## src/rtl/tkt_lock_unit.sv

```systemverilog
module tkt_lock_unit #(
  parameter int NREQ = 4,
  parameter int TW   = 3
) (
  input  logic            clk,
  input  logic            rst_n,
  input  logic [NREQ-1:0] take_i,
  input  logic [NREQ-1:0] rel_i,
  output logic [NREQ*TW-1:0] tkt_o,
  output logic [NREQ-1:0] held_o,
  output logic [TW-1:0]   serving_o,
  output logic            err_o
);

  logic [TW-1:0]   next_q, serving_q, next_d;
  logic [TW-1:0]   tkt_q [NREQ];
  logic [TW-1:0]   offs  [NREQ];
  logic [NREQ-1:0] vld_q, acc;
  logic            rel_ok, rel_bad, err_q;

  initial begin
    assert (NREQ < (1 << TW)) else $error("NREQ must be below 2**TW");
  end

  assign acc = take_i & ~vld_q;

  always_comb begin
    next_d = next_q;
    for (int i = 0; i < NREQ; i++) begin
      offs[i] = next_d;
      if (acc[i]) next_d = next_d + TW'(1);
    end
  end

  for (genvar g = 0; g < NREQ; g++) begin : g_req
    assign held_o[g]          = vld_q[g] && (tkt_q[g] == serving_q);
    assign tkt_o[g*TW +: TW]  = tkt_q[g];

    // a repeated take leaves the stored ticket alone
    assert_take_ignored_R8: assert property (@(posedge clk) disable iff (!rst_n)
      (take_i[g] && vld_q[g]) |=> $stable(tkt_q[g]));
    // an accepted take makes the requester outstanding
    assert_take_valid_R2: assert property (@(posedge clk) disable iff (!rst_n)
      (take_i[g] && !vld_q[g]) |=> vld_q[g]);
  end

  assign rel_ok  = |(rel_i & held_o);
  assign rel_bad = |(rel_i & ~held_o);

  always_ff @(posedge clk) begin
    if (!rst_n) begin
      next_q    <= '0;
      serving_q <= '0;
      vld_q     <= '0;
      err_q     <= 1'b0;
      for (int i = 0; i < NREQ; i++) tkt_q[i] <= '0;
    end else begin
      next_q <= next_d;
      if (rel_ok)  serving_q <= serving_q + TW'(1);
      if (rel_bad) err_q     <= 1'b1;
      for (int i = 0; i < NREQ; i++) begin
        if (acc[i]) begin
          vld_q[i] <= 1'b1;
          tkt_q[i] <= offs[i];
        end else if (rel_i[i] && held_o[i]) begin
          vld_q[i] <= 1'b0;
        end
      end
    end
  end

  assign serving_o = serving_q;
  assign err_o     = err_q;

  assert_one_holder_R4: assert property (@(posedge clk) disable iff (!rst_n)
    $onehot0(held_o));
  assert_release_step_R5: assert property (@(posedge clk) disable iff (!rst_n)
    rel_ok |=> serving_q == $past(serving_q) + TW'(1));
  assert_bad_release_R7: assert property (@(posedge clk) disable iff (!rst_n)
    (rel_bad && !rel_ok) |=> $stable(serving_q) && err_q);
  assert_err_sticky_R7: assert property (@(posedge clk) disable iff (!rst_n)
    err_q |=> err_q);

endmodule

```

## config.mk

```make
export PLATFORM = sky130hd
export DESIGN_NAME = tkt_lock_unit
export DESIGN_NICKNAME = d
export VERILOG_FILES = /design/src/rtl/tkt_lock_unit.sv
export SDC_FILE = /design/constraint.sdc
export NUM_CORES = 1
export LEC_CHECK = 0
export CAP_MARGIN = 10
export CELL_PAD_IN_SITES_DETAIL_PLACEMENT = 0
export CELL_PAD_IN_SITES_GLOBAL_PLACEMENT = 1
export CORE_MARGIN = 4
export CORE_UTILIZATION = 40
export DETAILED_ROUTE_END_ITERATION = 6
export PLACE_DENSITY = 0.93
export SLEW_MARGIN = 30
export SYNTH_ARGS = -nofsm -noshare
export SYNTH_HDL_FRONTEND = slang
export SYNTH_SLANG_ARGS = --single-unit
```

## constraint.sdc

```tcl
create_clock -name clk -period 6.4 [get_ports clk]
set_input_delay 1.6 -clock clk [delete_from_list [all_inputs] [get_ports clk]]
set_output_delay 1.6 -clock clk [all_outputs]
set_load 0.01 [all_outputs]
```

[Word-level counts from Yosys, hierarchy flattened]
Memories as Yosys holds them, arrays and structs flattened.
Cells that the tools add are included.
Cells by class
  add/sub/neg operators: 5
  equality and inequality tests: 4
  mux-type cells: 29
  bitwise operators: 9
  reductions and logical operators: 14
Operators with widths (number)
  3-bit 2-to-1 mux: 8
  1-bit 2-to-1 mux: 21
  3-bit by 1-bit adder with 3-bit output, second input constant: 5
  4-bit AND: 3
  3-bit == test: 4
  1-bit logical AND: 8
  4-bit NOT: 2
  2-bit nonzero test: 4
  4-bit OR reduction: 2
  1-bit OR: 4
Word-level totals
  register bits after elaboration: 11
  memory bits (writable): 12
  input port bits: 10
  output and inout bits: 20
  word-level logic and storage cells: 69
  memories: 1
Memory list
  tkt_q: words 4, bits a word 3, read ports 4, clocked after Yosys merged registers in 0, wr ports 4, RTL line 16  | logic [TW-1:0] tkt_q [NREQ];

[Logic depth before layout (Yosys ltp)]
  depth in word-level cells: 9
  mapped depth: 12
  gate-level depth less buffers: 12

[Worst setup path after synthesis]
Ideal clock, no wire load.
  kind: input -> register
  start: input port take_i[0]
  end: register next_q[2]
  setup time: 64 ps
  arrival: 3280 ps
  data required time: 6336 ps
  path slack: 3056 ps
  cell stages on the path: 12
  path buffers: 0
  path through: nor2b_2 xnor2_2 xnor2_2 inv_1 ha_1 mux2i_1 inv_1 ha_1 nand2_1 and3_1 nand3_1 nand4_1
RTL lines
  from (decl): RTL line 7  | input logic [NREQ-1:0] take_i,
  to (signal assigned): RTL line 58  | next_q <= next_d;
  to (decl): RTL line 15  | logic [TW-1:0] next_q, serving_q, next_d;

==> metrics.cfg <==
[run_status]
status = complete, no violations

[global_routing]
initial_antenna_violation_count = 0
grt_start_max_net_pins = 24
grt_first_pass_wirelength_mm = 5.15
first_global_vias = 1107
track_usage_pct = 14.6
grt_remaining_overflow = 0

[die]
floorplan.die_area_um2 = 4710
core_region_um2 = 3440
start_util_pct = 42.7
num_io_pins = 30
fp.dieH_um = 68.7
die_x_um = 68.7
row_count = 21

[clock_network]
clock_tree.htree_level_count = 1
clock_path_buffers = 2
cts_sinks = 23
cts.repair_timing.setup_buffer_count = 0
cts_tree = yes
clk_transition_reported_paths_ps = 80
cts_resized = 0
clock_insertion_delay_worst_skew_ps = 260
hold_bufs_inserted_after_cts = 0
tritoncts.num_buffers = 3
ctsRootBufferMaster = sky130_fd_sc_hd__clkbuf_8

[setup_path]
critPathKind = input pin to flip-flop
crit_fanout = 6
crit_required_ps = 6600
element_type_at_the_critical_path_end = flip-flop
slowest_delay_ps = 510
timing.critical_path.from_type = input pin
cp.arrival_ps = 4150
critical_path.cell_chain = clkdlybuf4s50_1 > nor2b_2 > xnor2_2 > xnor2_2 > inv_1 > ha_1 > mux2i_1 > inv_1 > ha_1 > nand2_1 > and3_1 > nand3_1 > nand4_1
master_of_the_slowest_instance_on_the_critical_path = sky130_fd_sc_hd__clkdlybuf4s50_1

[cells_and_area]
final_layout_size_suffix_gt1_share_pct = 7.60
number_of_diodes = 0
finalNonFillerCells = 217
mostFrequentLayoutCells = sky130_fd_sc_hd__clkdlybuf4s50_1 (29), sky130_fd_sc_hd__nand2_1 (15), sky130_fd_sc_hd__edfxtp_1 (12)
final_nets = 186
filler_cell_count = 311
fin_util_pct = 52.8
most_common_cell_after_layout_fill_and_taps_aside = sky130_fd_sc_hd__clkdlybuf4s50_1
area_growth_pct = 23.6

[routing]
avgRoutedWirePerCell_um = 14.4
totalWireLength_mm = 3.12
post_route_antenna_net_violation_count = 0
detailedRoute.firstIterationViolations = 31
dr_total_vias = 1127
drtPass1Iterations = 4
drcViolationCount = 0
routed_via_density = 5.19

[pwr]
p_int_uw = 338
p_clk_share_pct = 16.9
p_per_area_nw_per_um2 = 291
net-switching-power_uw = 190
comb_pwr_share_pct = 43.2
proportion_of_power_drawn_by_flip_flops_and_latches_pct = 39.9
power_switching_share_pct = 36.0
leakage_nw = 0.706
peakVddDrop_mv = 0.114

[place]
post-place-cells = 213
io_buffer_count = 29
globalplace.congestion = 0.874
dp.final_hpwl_mm = 2.51

[yosys]
syn_area_per_cell_um2 = 10.2
postSynth.asyncResetShare_pct = 0
mappedNetlistArea_um2 = 1470
synth-seq-cells = 23
mappedNetlistNets = 158
synthesis.instances = 144
synthesis.yosys.warnings = 0
synth_edf_count = 12
post_synth_num_cell_types = 40
portion_of_the_post_synthesis_area_used_by_sequential_elements_pct = 39.5
synth_ff_type = sky130_fd_sc_hd__edfxtp_1

[timing]
timing.setup.tns_ps = 0
rsz0062_at_grt = no
highest_clock_rate_mhz = 253
setup-violations-final = 0
final_max_slew_viol_count = 0
max_slew.worst_pin.slew_ps = 667
finalCriticalPeriod_ps = 3950
timing.max_slew.rel_slack_pct = 55.4
timing.clock.skew_ps = 4.84
timing.final.crit_share_pct = 61.7
timing_hold_violations_final = 0

[job]
drv_cap = 0

[hold_path]
timing.hold.worst.class = flip-flop to flip-flop

==> final cells by class <==
class | instances | area [um2] | area share, %
well taps | 46 | 57.6 | 3.17
clock buffers | 4 | 45.0 | 2.48
flip-flops and latches | 23 | 581 | 31.9
inverters | 7 | 26.3 | 1.45
repair buffers | 29 | 290 | 16.0
multi-input cells | 108 | 818 | 45.0
==> flip-flops by register name, summed over array words and instances (netlist names) <==
signal and cells:
serving_o 3, err_o 1, vld_q 4, next_q 3, tkt_q 12
==> metal layers <==
metal	up-vias	routed length [um]	part of all wire [%]	GRT usage, %
li1	558	-	-	-
met1	534	1370	44	17.9
met2	29	1560	50	25.6
met3	6	131	4.2	2.59
met4	0	45	1.4	4.71
met5	-	0	0	0
==> stage by stage <==
step | area (um2) | hold WS (ps) | total power, mW | setup slack [ps]
after floorplan | 1470 | 495 | 0.372 | 3060
after global placement | 1770 | 465 | 0.432 | 2400
after detailed placement | 1770 | 490 | 0.441 | 2240
after CTS | 1820 | 509 | 0.530 | 2490
after global routing | 1820 | 515 | 0.564 | 2290
final | 1820 | 510 | 0.528 | 2450
==> kinds of logic (layout without fill, tap and decap cells) <==
logic type | Yosys count | in the layout | synth area share (%)
compound gates | 17 | 17 | 8.59
xor+xnor | 19 | 19 | 13.4
fa+ha+maj | 4 | 4 | 3.40
buf+inv | 13 | 40 | 4.93
flops | 23 | 23 | 39.5
mux | 4 | 4 | 2.72
simple gates | 64 | 64 | 27.6
==> worst paths after layout <==
path,end,start,slack [ps],depth (start not counted)
setup / recovery,next_q[2]$_SDFF_PN0_,take_i[0],2450,13
hold reg to reg,err_o$_SDFFE_PN0P_,err_o$_SDFFE_PN0P_,510,1
hold / removal,err_o$_SDFFE_PN0P_,err_o$_SDFFE_PN0P_,510,1
setup reg to reg,next_q[2]$_SDFF_PN0_,next_q[0]$_SDFF_PN0_,3820,11
==> power by group through the flow <==
| stage | sequential, mW | combinational (mW) | clock, mW |
|---|---|---|---|
| floorplan | 0.209 | 0.162 | 0 |
| detailed placement | 0.215 | 0.226 | 0 |
| finish | 0.211 | 0.228 | 0.0895 |
| global route | 0.215 | 0.252 | 0.0972 |
| global placement | 0.213 | 0.219 | 0 |
| CTS | 0.211 | 0.228 | 0.0909 |
==> cells in the mapped netlist (all sizes together) (2+ instances only) <==
cell type,n,area (um2)
nand2,15,56.3
edfxtp,12,360
dfxtp,11,220
xnor2,10,103
nor2,9,33.8
xor2,9,93.8
inv,7,26.3
nor2b,7,46.3
a21oi,4,20.0
and3,4,25.0
buf,4,38.8
ha,4,50.1
mux2i,4,40.0
nand2b,4,25.0
nor3,4,20.0
nor3b,4,30.0
o21ai,4,20.0
nand3b,3,22.5
nor4b,3,56.3
and2,2,12.5
clkbuf,2,7.51
nand3,2,10.0
nand4,2,12.5
o22ai,2,12.5
or3,2,12.5
==> worst max-delay path, delay by kind of cell <==
kind | cells | cell delay, ps
buf+inv | 3 | 660
simple gates | 5 | 810
mux | 1 | 250
xor+xnor | 2 | 360
fa+ha+maj | 2 | 460
(Power assumes the default switching activity.)
